--- src/rtl/tmr_pkg.sv ---
package tmr_pkg;

  typedef enum logic [1:0] {
    MODE_OFF    = 2'b00,
    MODE_PWM    = 2'b01,
    MODE_CAPCMP = 2'b10,
    MODE_EVENT  = 2'b11
  } tmr_mode_e;

  localparam int ADDR_W = 5;

  // read side
  localparam logic [ADDR_W-1:0] A_RD_CAP_LO = 5'h00;
  localparam logic [ADDR_W-1:0] A_RD_CAP_HI = 5'h01;
  localparam logic [ADDR_W-1:0] A_RD_LB_LO  = 5'h02;
  localparam logic [ADDR_W-1:0] A_RD_LB_HI  = 5'h03;
  localparam logic [ADDR_W-1:0] A_RD_LA_LO  = 5'h04;
  localparam logic [ADDR_W-1:0] A_RD_LA_HI  = 5'h05;
  localparam logic [ADDR_W-1:0] A_RD_MODE   = 5'h06;
  localparam logic [ADDR_W-1:0] A_RD_FLAG   = 5'h07;

  // write side
  localparam logic [ADDR_W-1:0] A_WR_CLEAR  = 5'h10;
  localparam logic [ADDR_W-1:0] A_WR_LB_LO  = 5'h12;
  localparam logic [ADDR_W-1:0] A_WR_LB_HI  = 5'h13;
  localparam logic [ADDR_W-1:0] A_WR_LA_LO  = 5'h14;
  localparam logic [ADDR_W-1:0] A_WR_LA_HI  = 5'h15;
  localparam logic [ADDR_W-1:0] A_WR_MODE   = 5'h16;
  localparam logic [ADDR_W-1:0] A_WR_FLAG   = 5'h17;

  // flag byte fields
  localparam int FB_CMP_EN  = 2;
  localparam int FB_CMP     = 4;
  localparam int FB_CAP_EN  = 5;
  localparam int FB_CAP1    = 6;
  localparam int FB_CAP2    = 7;

  // mode byte fields
  localparam int MB_PS_LSB  = 2;
  localparam int MB_EDGE    = 6;

endpackage

--- src/rtl/tmr_edge_sync.sv ---
module tmr_edge_sync #(
  parameter int STAGES = 2
) (
  input  logic clk,
  input  logic rst_n,
  input  logic din,
  input  logic rise_sel,
  output logic edge_o
);
  logic [STAGES-1:0] chain;
  logic              prev;

  generate
    for (genvar g = 0; g < STAGES; g++) begin : g_stage
      if (g == 0) begin : g_first
        always_ff @(posedge clk or negedge rst_n) begin
          if (!rst_n) chain[0] <= 1'b0;
          else        chain[0] <= din;
        end
      end else begin : g_next
        always_ff @(posedge clk or negedge rst_n) begin
          if (!rst_n) chain[g] <= 1'b0;
          else        chain[g] <= chain[g-1];
        end
      end
    end
  endgenerate

  always_ff @(posedge clk or negedge rst_n) begin
    if (!rst_n) prev <= 1'b0;
    else        prev <= chain[STAGES-1];
  end

  assign edge_o = rise_sel ? (chain[STAGES-1] & ~prev)
                           : (~chain[STAGES-1] & prev);
endmodule

--- src/rtl/tmr_prescale.sv ---
module tmr_prescale #(
  parameter int SEL_W = 3
) (
  input  logic             clk,
  input  logic             rst_n,
  input  logic             restart,
  input  logic             src_pulse,
  input  logic [SEL_W-1:0] sel,
  output logic             tick
);
  localparam int DIV_W = (1 << SEL_W) - 1;

  logic [DIV_W-1:0] pc;
  logic [DIV_W-1:0] mask;

  always_comb mask = ~({DIV_W{1'b1}} << sel);

  assign tick = src_pulse && ((pc & mask) == mask);

  always_ff @(posedge clk or negedge rst_n) begin
    if (!rst_n)         pc <= '0;
    else if (restart)   pc <= '0;
    else if (src_pulse) pc <= pc + 1'b1;
  end
endmodule

--- src/rtl/tmr_count_core.sv ---
module tmr_count_core
  import tmr_pkg::*;
#(
  parameter int CNT_W = 16
) (
  input  logic             clk,
  input  logic             rst_n,
  input  logic             clear,
  input  tmr_mode_e        mode,
  input  logic             tick,
  input  logic [CNT_W-1:0] lim_a,
  input  logic [CNT_W-1:0] lim_b,
  output logic [CNT_W-1:0] cnt,
  output logic             phase_hi,
  output logic             cmp_hit
);
  logic [CNT_W-1:0] last_a, last_b;
  logic             end_hi, end_lo;

  always_comb begin
    last_a = (lim_a == '0) ? '0 : lim_a - 1'b1;
    last_b = (lim_b == '0) ? '0 : lim_b - 1'b1;
    end_hi = phase_hi  && (cnt >= last_a);
    end_lo = !phase_hi && (cnt >= last_b);
  end

  always_comb begin
    cmp_hit = 1'b0;
    if (tick) begin
      case (mode)
        MODE_PWM:               cmp_hit = end_lo;
        MODE_CAPCMP, MODE_EVENT: cmp_hit = (cnt == lim_b);
        default:                cmp_hit = 1'b0;
      endcase
    end
  end

  always_ff @(posedge clk or negedge rst_n) begin
    if (!rst_n) begin
      cnt      <= '0;
      phase_hi <= 1'b1;
    end else if (clear) begin
      cnt      <= '0;
      phase_hi <= 1'b1;
    end else if (tick) begin
      case (mode)
        MODE_PWM: begin
          if (end_hi || end_lo) begin
            cnt      <= '0;
            phase_hi <= !phase_hi;
          end else begin
            cnt <= cnt + 1'b1;
          end
        end
        MODE_CAPCMP, MODE_EVENT: cnt <= cnt + 1'b1;
        default: cnt <= cnt;
      endcase
    end
  end
endmodule

--- src/rtl/ptimer16.sv ---
module ptimer16
  import tmr_pkg::*;
#(
  parameter int CNT_W       = 16,
  parameter int DATA_W      = 8,
  parameter int PS_SEL_W    = 3,
  parameter int SYNC_STAGES = 2
) (
  input  logic        clk,
  input  logic        rst_n,
  input  logic [4:0]  reg_addr,
  input  logic        reg_wr,
  input  logic [7:0]  reg_wdata,
  output logic [7:0]  reg_rdata,
  input  logic        evt_in,
  input  logic        cap1_in,
  input  logic        cap2_in,
  output logic        pwm_out,
  output logic        cap_irq,
  output logic        cmp_irq,
  output logic        irq
);
  localparam int HI_LSB = DATA_W;

  logic [DATA_W-1:0] ctl_a, ctl_b;
  logic [CNT_W-1:0]  lim_a, lim_b, cap_q, cnt;
  tmr_mode_e         mode_sel;
  logic              clr_wr, tick, src_pulse, restart;
  logic              cap1_edge, cap2_edge, evt_edge;
  logic              cap1_hit, cap2_hit, cmp_hit, phase_hi;
  logic [PS_SEL_W-1:0] ps_sel;

  assign mode_sel = tmr_mode_e'(ctl_b[1:0]);
  assign ps_sel   = ctl_b[MB_PS_LSB +: PS_SEL_W];
  assign clr_wr   = reg_wr && (reg_addr == A_WR_CLEAR);

  // input conditioning
  tmr_edge_sync #(.STAGES(SYNC_STAGES)) u_sync_c1 (
    .clk(clk), .rst_n(rst_n), .din(cap1_in),
    .rise_sel(ctl_b[MB_EDGE]), .edge_o(cap1_edge));
  tmr_edge_sync #(.STAGES(SYNC_STAGES)) u_sync_c2 (
    .clk(clk), .rst_n(rst_n), .din(cap2_in),
    .rise_sel(ctl_b[MB_EDGE]), .edge_o(cap2_edge));
  tmr_edge_sync #(.STAGES(SYNC_STAGES)) u_sync_ev (
    .clk(clk), .rst_n(rst_n), .din(evt_in),
    .rise_sel(1'b1), .edge_o(evt_edge));

  // prescaler
  always_comb begin
    case (mode_sel)
      MODE_OFF:   src_pulse = 1'b0;
      MODE_EVENT: src_pulse = evt_edge;
      default:    src_pulse = 1'b1;
    endcase
  end
  assign restart = clr_wr || (mode_sel == MODE_OFF);

  tmr_prescale #(.SEL_W(PS_SEL_W)) u_ps (
    .clk(clk), .rst_n(rst_n), .restart(restart),
    .src_pulse(src_pulse), .sel(ps_sel), .tick(tick));

  tmr_count_core #(.CNT_W(CNT_W)) u_core (
    .clk(clk), .rst_n(rst_n), .clear(clr_wr), .mode(mode_sel),
    .tick(tick), .lim_a(lim_a), .lim_b(lim_b),
    .cnt(cnt), .phase_hi(phase_hi), .cmp_hit(cmp_hit));

  assign cap1_hit = (mode_sel == MODE_CAPCMP) && cap1_edge;
  assign cap2_hit = (mode_sel == MODE_CAPCMP) && cap2_edge;

  // register file
  always_ff @(posedge clk or negedge rst_n) begin
    if (!rst_n) begin
      ctl_b <= '0;
      lim_a <= '0;
    end else if (reg_wr) begin
      case (reg_addr)
        A_WR_MODE:  ctl_b <= reg_wdata;
        A_WR_LA_LO: lim_a[DATA_W-1:0]      <= reg_wdata;
        A_WR_LA_HI: lim_a[CNT_W-1:HI_LSB]  <= reg_wdata;
        default: ;
      endcase
    end
  end

  always_ff @(posedge clk or negedge rst_n) begin
    if (!rst_n) begin
      lim_b <= '0;
    end else if (cap2_hit) begin
      lim_b <= cnt;
    end else if (reg_wr && reg_addr == A_WR_LB_LO) begin
      lim_b[DATA_W-1:0] <= reg_wdata;
    end else if (reg_wr && reg_addr == A_WR_LB_HI) begin
      lim_b[CNT_W-1:HI_LSB] <= reg_wdata;
    end
  end

  always_ff @(posedge clk or negedge rst_n) begin
    if (!rst_n)        cap_q <= '0;
    else if (cap1_hit) cap_q <= cnt;
  end

  logic [DATA_W-1:0] ctl_a_nx;
  always_comb begin
    ctl_a_nx = (reg_wr && reg_addr == A_WR_FLAG) ? reg_wdata : ctl_a;
    if (cmp_hit)  ctl_a_nx[FB_CMP]  = 1'b1;
    if (cap1_hit) ctl_a_nx[FB_CAP1] = 1'b1;
    if (cap2_hit) ctl_a_nx[FB_CAP2] = 1'b1;
  end

  always_ff @(posedge clk or negedge rst_n) begin
    if (!rst_n) ctl_a <= '0;
    else        ctl_a <= ctl_a_nx;
  end

  // read mux
  always_comb begin
    case (reg_addr)
      A_RD_CAP_LO: reg_rdata = cap_q[DATA_W-1:0];
      A_RD_CAP_HI: reg_rdata = cap_q[CNT_W-1:HI_LSB];
      A_RD_LB_LO:  reg_rdata = lim_b[DATA_W-1:0];
      A_RD_LB_HI:  reg_rdata = lim_b[CNT_W-1:HI_LSB];
      A_RD_LA_LO:  reg_rdata = lim_a[DATA_W-1:0];
      A_RD_LA_HI:  reg_rdata = lim_a[CNT_W-1:HI_LSB];
      A_RD_MODE:   reg_rdata = ctl_b;
      A_RD_FLAG:   reg_rdata = ctl_a;
      default:     reg_rdata = '0;
    endcase
  end

  assign pwm_out = (mode_sel == MODE_PWM) && phase_hi;
  assign cap_irq = (ctl_a[FB_CAP1] | ctl_a[FB_CAP2]) & ctl_a[FB_CAP_EN];
  assign cmp_irq = ctl_a[FB_CMP] & ctl_a[FB_CMP_EN];
  assign irq     = cap_irq | cmp_irq;
endmodule

--- config.mk ---
export PLATFORM = sky130hd
export DESIGN_NAME = ptimer16
export DESIGN_NICKNAME = d
export VERILOG_FILES = /design/src/rtl/tmr_pkg.sv /design/src/rtl/tmr_edge_sync.sv /design/src/rtl/tmr_prescale.sv /design/src/rtl/tmr_count_core.sv /design/src/rtl/ptimer16.sv
export SDC_FILE = /design/constraint.sdc
export NUM_CORES = 1
export LEC_CHECK = 0
export BUFFER_PORTS_ARGS = -buffer_cell sky130_fd_sc_hd__buf_4
export CORE_MARGIN = 2
export CORE_UTILIZATION = 67
export DETAILED_ROUTE_END_ITERATION = 8
export PLACE_DENSITY = 0.91
export SYNTH_ARGS = -nofsm -noshare
export SYNTH_HDL_FRONTEND = slang
export SYNTH_SLANG_ARGS = --single-unit
--- constraint.sdc ---
create_clock -name clk -period 7.1 [get_ports clk]
set_clock_uncertainty 0.2 [all_clocks]
set_input_delay 0.71 -clock clk [delete_from_list [all_inputs] [get_ports clk]]
set_output_delay 0.71 -clock clk [all_outputs]
set_load 0.02 [all_outputs]
# Word level (Yosys, flattened, before mapping)
# Index checks and enable logic that the tools add are counted.
[totals]
ff_bits = 97
input_bits = 19
[op_classes]
add_sub_neg = 4
magnitude_cmp = 2
n_eq_ne = 20
shifts = 1
muxes = 26
n_bitwise = 16
reduce_logical = 34
[ops]
columns = ["op", "count"]
rows = [
  ["16-bit 2-to-1 mux", 6],
  ["8-bit case mux with 8 select lines", 1],
  ["5-bit == test, second input constant", 7],
  ["16-bit >= comparator", 2],
  ["16-bit logical NOT", 2],
  ["8-bit 2-to-1 mux", 4],
  ["16-bit case mux with 2 select lines", 1],
  ["16-bit by 1-bit subtractor with 16-bit output, second input constant", 2],
  ["5-bit by 3-bit == test with 1-bit output, second input constant", 4],
  ["2-bit nonzero test", 9],
  ["16-bit by 1-bit adder with 16-bit output, second input constant", 1],
  ["16-bit == test", 1],
  ["7-bit 2-to-1 mux", 2],
  ["5-bit by 2-bit == test with 1-bit output, second input constant", 2],
  ["1-bit logical AND", 10],
  ["1-bit 2-to-1 mux", 10],
  ["2-bit AND reduction", 5],
  ["7-bit by 1-bit adder with 7-bit output, second input constant", 1],
  ["1-bit bitwise AND", 7],
  ["7-bit bitwise AND", 1],
  ["7-bit == test", 1],
  ["7-bit inverter", 1],
  ["7-bit by 3-bit << shifter with 7-bit output, first input constant", 1],
  ["5-bit by 1-bit == test with 1-bit output, second input constant", 1],
  ["13 further kinds", 21],
]

# Longest topological paths before layout
[depth]
ltp_word = 9
ltp_mapped = 15
mapped_depth_nobuf = 13

# Modules after synthesis
# Synthesis repeated with hierarchy kept, for this count alone.
[hier_totals]
hier_cells = 638
area_unflattened_um2 = 6392.4
[by_module_without_submodules]
columns = ["module", "n_inst", "cells_per_inst", "area_per_inst_um2", "seq_area_each_um2"]
rows = [
  ["ptimer16", 1, 266, 3283.1, 1601.5],
  ["tmr_count_core", 1, 314, 2437.3, 426.7],
  ["tmr_prescale", 1, 40, 379.1, 175.2],
  ["tmr_edge_sync", 3, 6, 97.6, 75.1],
]

# Worst setup path after synthesis
# No wires, ideal clock.
[synth_timing]
kind = "reg-to-reg"
startpoint = "register lim_b[9]"
endpoint = "register u_core.cnt[12]"
t_arrival_ns = 3.568
slack_ns = 3.238
path_stages_with_launch = 15
period_less_slack_ns = 3.862
path_cell_list = "dfrtp_1 clkbuf_1 or4_1 nor4_1 nand3_1 buf_2 nand2_1 ha_1 a21o_1 a221oi_1 o211ai_1 a211o_1 o2111a_1 buf_4 a211oi_1"
[synth_via]
elab_chain_len = 9
[synth_rtl]
columns = ["element", "line_no", "text"]
rows = [
  ["from (decl)", "ptimer16.sv:26", "logic [CNT_W-1:0] lim_a, lim_b, cap_q, cnt;"],
  ["from (signal assigned)", "ptimer16.sv:89", "lim_b <= cnt;"],
  ["from (signal, indexed assignment)", "ptimer16.sv:91", "lim_b[DATA_W-1:0] <= reg_wdata;"],
  ["from (signal, indexed assignment)", "ptimer16.sv:93", "lim_b[CNT_W-1:HI_LSB] <= reg_wdata;"],
  ["16-bit by 1-bit subtractor with 16-bit output or 16-bit logical NOT (tied branches)", "tmr_count_core.sv:22", "last_b = (lim_b == '0) ? '0 : lim_b - 1'b1;"],
  ["16-bit 2-to-1 mux *", "tmr_count_core.sv:22", ""],
  ["16-bit >= comparator *", "tmr_count_core.sv:24", "end_lo = !phase_hi && (cnt >= last_b);"],
  ["1-bit logical AND *", "tmr_count_core.sv:24", ""],
  ["1-bit logical OR *", "tmr_count_core.sv:48", "if (end_hi || end_lo) begin"],
  ["16-bit 2-to-1 mux *", "tmr_count_core.sv:48", ""],
  ["16-bit case mux with 2 select lines *", "tmr_count_core.sv:46", "case (mode)"],
  ["16-bit 2-to-1 mux *", "tmr_count_core.sv:45", "end else if (tick) begin"],
  ["16-bit 2-to-1 mux *", "tmr_count_core.sv:42", "end else if (clear) begin"],
  ["to (signal assigned)", "tmr_count_core.sv:52", "cnt <= cnt + 1'b1;"],
  ["to (signal assigned)", "tmr_count_core.sv:55", "MODE_CAPCMP, MODE_EVENT: cnt <= cnt + 1'b1;"],
  ["to (signal assigned)", "tmr_count_core.sv:56", "default: cnt <= cnt;"],
  ["to (decl)", "tmr_count_core.sv:13", "output logic [CNT_W-1:0] cnt,"],
]
# Every way passes the cells marked *; elsewhere a longest branch is shown, timed or not. The select of a mux whose other input is x is not followed.
# A chain may end at the register's enable or synchronous reset.

# Worst setup path after layout
[layout_timing]
startpoint = "register lim_b[2]"
endpoint = "register u_core.cnt[2]"
# Same word-level chain as after synthesis.

==> results by group <==
Clock network
  – Post-cts sizing count: 0
  – CTS sink cnt: 97
  – Worst-path clk slew: 100 ps
  – H-tree Lvls: 3
  – Clock Tree Buf Depth: 2
  – Worst skew pair latency: 380 ps
  – CTS tree: built
  – CTS Buf Count: 9
  – CTS root buffer: clkbuf_8

Logic synthesis
  – Main synth FF type: dfrtp_1
  – Synth Cell Area: 6270 um^2
  – Number of synthesized flops with an enable pin: 0
  – Post-synthesis sequential area ratio: 38.8%
  – Syn nets: 705
  – Yosys Warn Count: 0
  – Post-synth top area share: 38.3%
  – Synth cell types: 65
  – Largest area contributor in the netlist: dfrtp_1
  – Syn Inst Count: 648
  – Synthesized area per cell: 9.67 um^2
  – Post-synthesis async set-or-reset flop share: 100%
  – Top area cells in the synthesized netlist: dfrtp_1 (38%), mux2_2 (7.7%), ha_1 (7.6%)
  – Seq cells post-synth: 97

Finish
  – ANT cells: 0
  – # fillers: 645
  – Nets: 715
  – Ratio of cells with drive above 1 in the final layout: 16.9%
  – Syn-to-layout area delta: 7.41%

Timing
  – Final Hold Vio Count: 0
  – Part of the cycle the worst path needs: 62.7%
  – Setup Viol. Count Final: 0
  – Final Max Slew Viols: 0
  – FMAX: 0.225 GHz
  – Final WS setup: 2650 ps
  – Fin Setup TNS: 0 ps
  – Pin slew with the least headroom to its limit: 1180 ps
  – Unrepaired setup endpoints after global routing: no
  – Period minus WS final: 4450 ps
  – Slew Limit Headroom: 20.9%

Worst setup path
  – Arr. time, crit path: 4540 ps
  – CP Class: flip-flop to flip-flop
  – Critical path origin: lim_b[2]
  – CP Launch Type: flip-flop
  – Worst EP required: 7190 ps
  – RR Startpoint: lim_b[2]
  – Max FO, Critical Path: 14
  – Crit. End Element: flip-flop

Die
  – Die area: 10,100 um^2
  – Die Width: 101 um
  – Core footprint: 9150 um^2
  – Die H: 101 um
  – Num rows: 35
  – Starting Density: 68.5%
  – Boundary Pins: 31

Drt
  – Vias: 5,468
  – DRC violations left: 0
  – Drt first pass iters: 8
  – Post-DRT Antenna Nets: 0
  – DR iter-0 viols: 578
  – WL final: 18.4 mm
  – Drt wl/cell: 23.7 um
  – Routed vias/inst: 7.06

Global routing
  – Grt total ovfl: 0
  – First-pass GRT wire length: 28.4 mm
  – Number of global-route vias before repair: 5,295
  – Initial antenna violation count: 0
  – Largest net degree at the start of global routing: 84
  – Global Route Usage Sum: 37.6%

Pwr
  – Leakage power: 0.00306 uW
  – Max IR drop VDD: 0.000243 V
  – PD cells: 304 nW/um^2

Hold path
  – Worst hold start: u_sync_c1.chain[0]
  – Hold Path Class: flip-flop to flip-flop

Outcome
  – Outcome: completed

Placement
  – Post-DP HPWL: 13.4 mm
  – GP Congestion: 1.07
  – Port buffer count: 30
  – Pre-CTS setup slack: 2740 ps

Run
  – Max cap viols: 0
## repair_timing
item | CTS | global route
hold endpoints to repair | 13 | 0
hold buffers | 1 | 0
buffers inserted | 0 | 0
## per-stage QoR
stage                     instance area [um^2]  total power (uW)  utilization (%)  instances  hold WS [ps]
after floorplan                           6270              1390                -        648           131
after global placement                    6510              1590             71.1        757           138
after detailed placement                  6510              1630             71.1        757           138
after CTS                                 6730              2010             73.5        774           169
after global routing                      6730              2160             73.5        774           172
final                                     6730              2050             73.5        774           165
## worst max-delay path, stage by stage (launching register included)
cell and delay [ps]:
dfrtp_1 490, nor4_1 720, nand2_1 270, nor4_1 340, xor2_1 200, nand2_1 80, ha_1 320, and2_1 200
a221oi_1 300, o211ai_1 140, a211o_1 350, o2111a_1 450, nor4_1 320
## cells by family after synthesis
logic type	after synthesis	share of synthesized area (%)
AO/OA/AOI/OAI	131	15.1
XOR/XNOR	44	6.15
adder cells (fa/ha/maj)	38	7.59
buffers and inverters	44	2.93
flip-flops	97	38.8
multiplexers	60	10.4
AND/OR/NAND/NOR	234	19.0
## routing by layer
metal / GRT usage (%) / part of all wire, % / vias to the layer above
met2: 57.3 / 45 / 342
met4: 19.3 / 5.7 / 0
li1: - / - / 2413
met1: 49.0 / 39 / 2624
met5: 0 / 0 / -
met3: 10.4 / 11 / 89
## cell usage after synthesis, types with 7 or more instances
library cell   n
mux2i_1       17
a21oi_1       29
clkbuf_1      26
nand2_1       59
nand2b_1       9
o31ai_1        7
nand4_1       21
or3_1         10
o21ai_0       21
xnor2_1       12
nor4_1        14
a211oi_1       7
mux2_2        43
or4_1          7
ha_1          38
xor2_1        32
nor2_1        51
a22oi_1       31
inv_1          8
nand3_1       18
dfrtp_1       96
nor3_1        14
## power breakdown
part | switching [uW] | total [uW] | leakage (uW) | internal (uW)
clock | 216 | 385 | 0.000104 | 170
sequential | 262 | 939 | 0.00123 | 677
combinational | 396 | 721 | 0.00173 | 325
total | 874 | 2050 | 0.00306 | 1170
## cell type report
cell class              instances  area [um^2]  share of cell area, %
clock inverters                 7         87.6                   1.30
flip-flops and latches         97         2430                   36.1
clock buffers                   9          124                   1.84
well taps                     111          139                   2.06
repair buffers                 34          258                   3.83
inverters                       9         33.8                  0.502
multi-input cells             507         3660                   54.4
## flip-flops by register name (all words and copies together) (netlist names), 2 cells and up
name and count:
lim_b 16, ctl_b 8, u_core.cnt 16, u_sync_c2.chain 2
u_ps.pc 7, u_sync_ev.chain 2, cap_q 16, lim_a 16
ctl_a 8, u_sync_c1.chain 2
## worst paths after layout
kind | to | slack [ps] | depth (start not counted)
worst min register to register | u_sync_c1.chain[1] | 160 | 0
max in group asynchronous | lim_b[10] | 4910 | 3
min in group asynchronous | u_core.cnt[4] | 520 | 2
worst min-delay path | u_sync_c1.chain[1] | 160 | 0
worst max register to register | u_core.cnt[2] | 2650 | 12
worst max-delay path | u_core.cnt[2] | 2650 | 12
## placed cells by master, fill, tap and decap left out, types with 2 or more instances in the layout
cell type,n
nand3_1,18
o31ai_1,7
a22oi_1,31
inv_1,8
nand4_1,21
and3_2,2
a32o_1,2
nor2b_1,6
a211oi_1,7
mux2_2,43
nor2_1,51
buf_4,33
nand2b_1,9
a211oi_2,5
and2_1,4
nor3_1,14
or4_1,7
nor4_1,13
a21o_1,2
xnor2_1,12
a21boi_0,2
a2111oi_0,2
nand2_1,59
ha_1,38
o21ai_0,21
or3_1,10
dfrtp_1,96
and4_1,4
and3_1,4
mux2i_1,17
a21oi_1,29
a31oi_1,3
nand3b_1,3
a221oi_1,2
o211ai_1,2
clkbuf_8,9
xor2_1,32
a211o_1,2
Power figures use the tool's default switching activity.
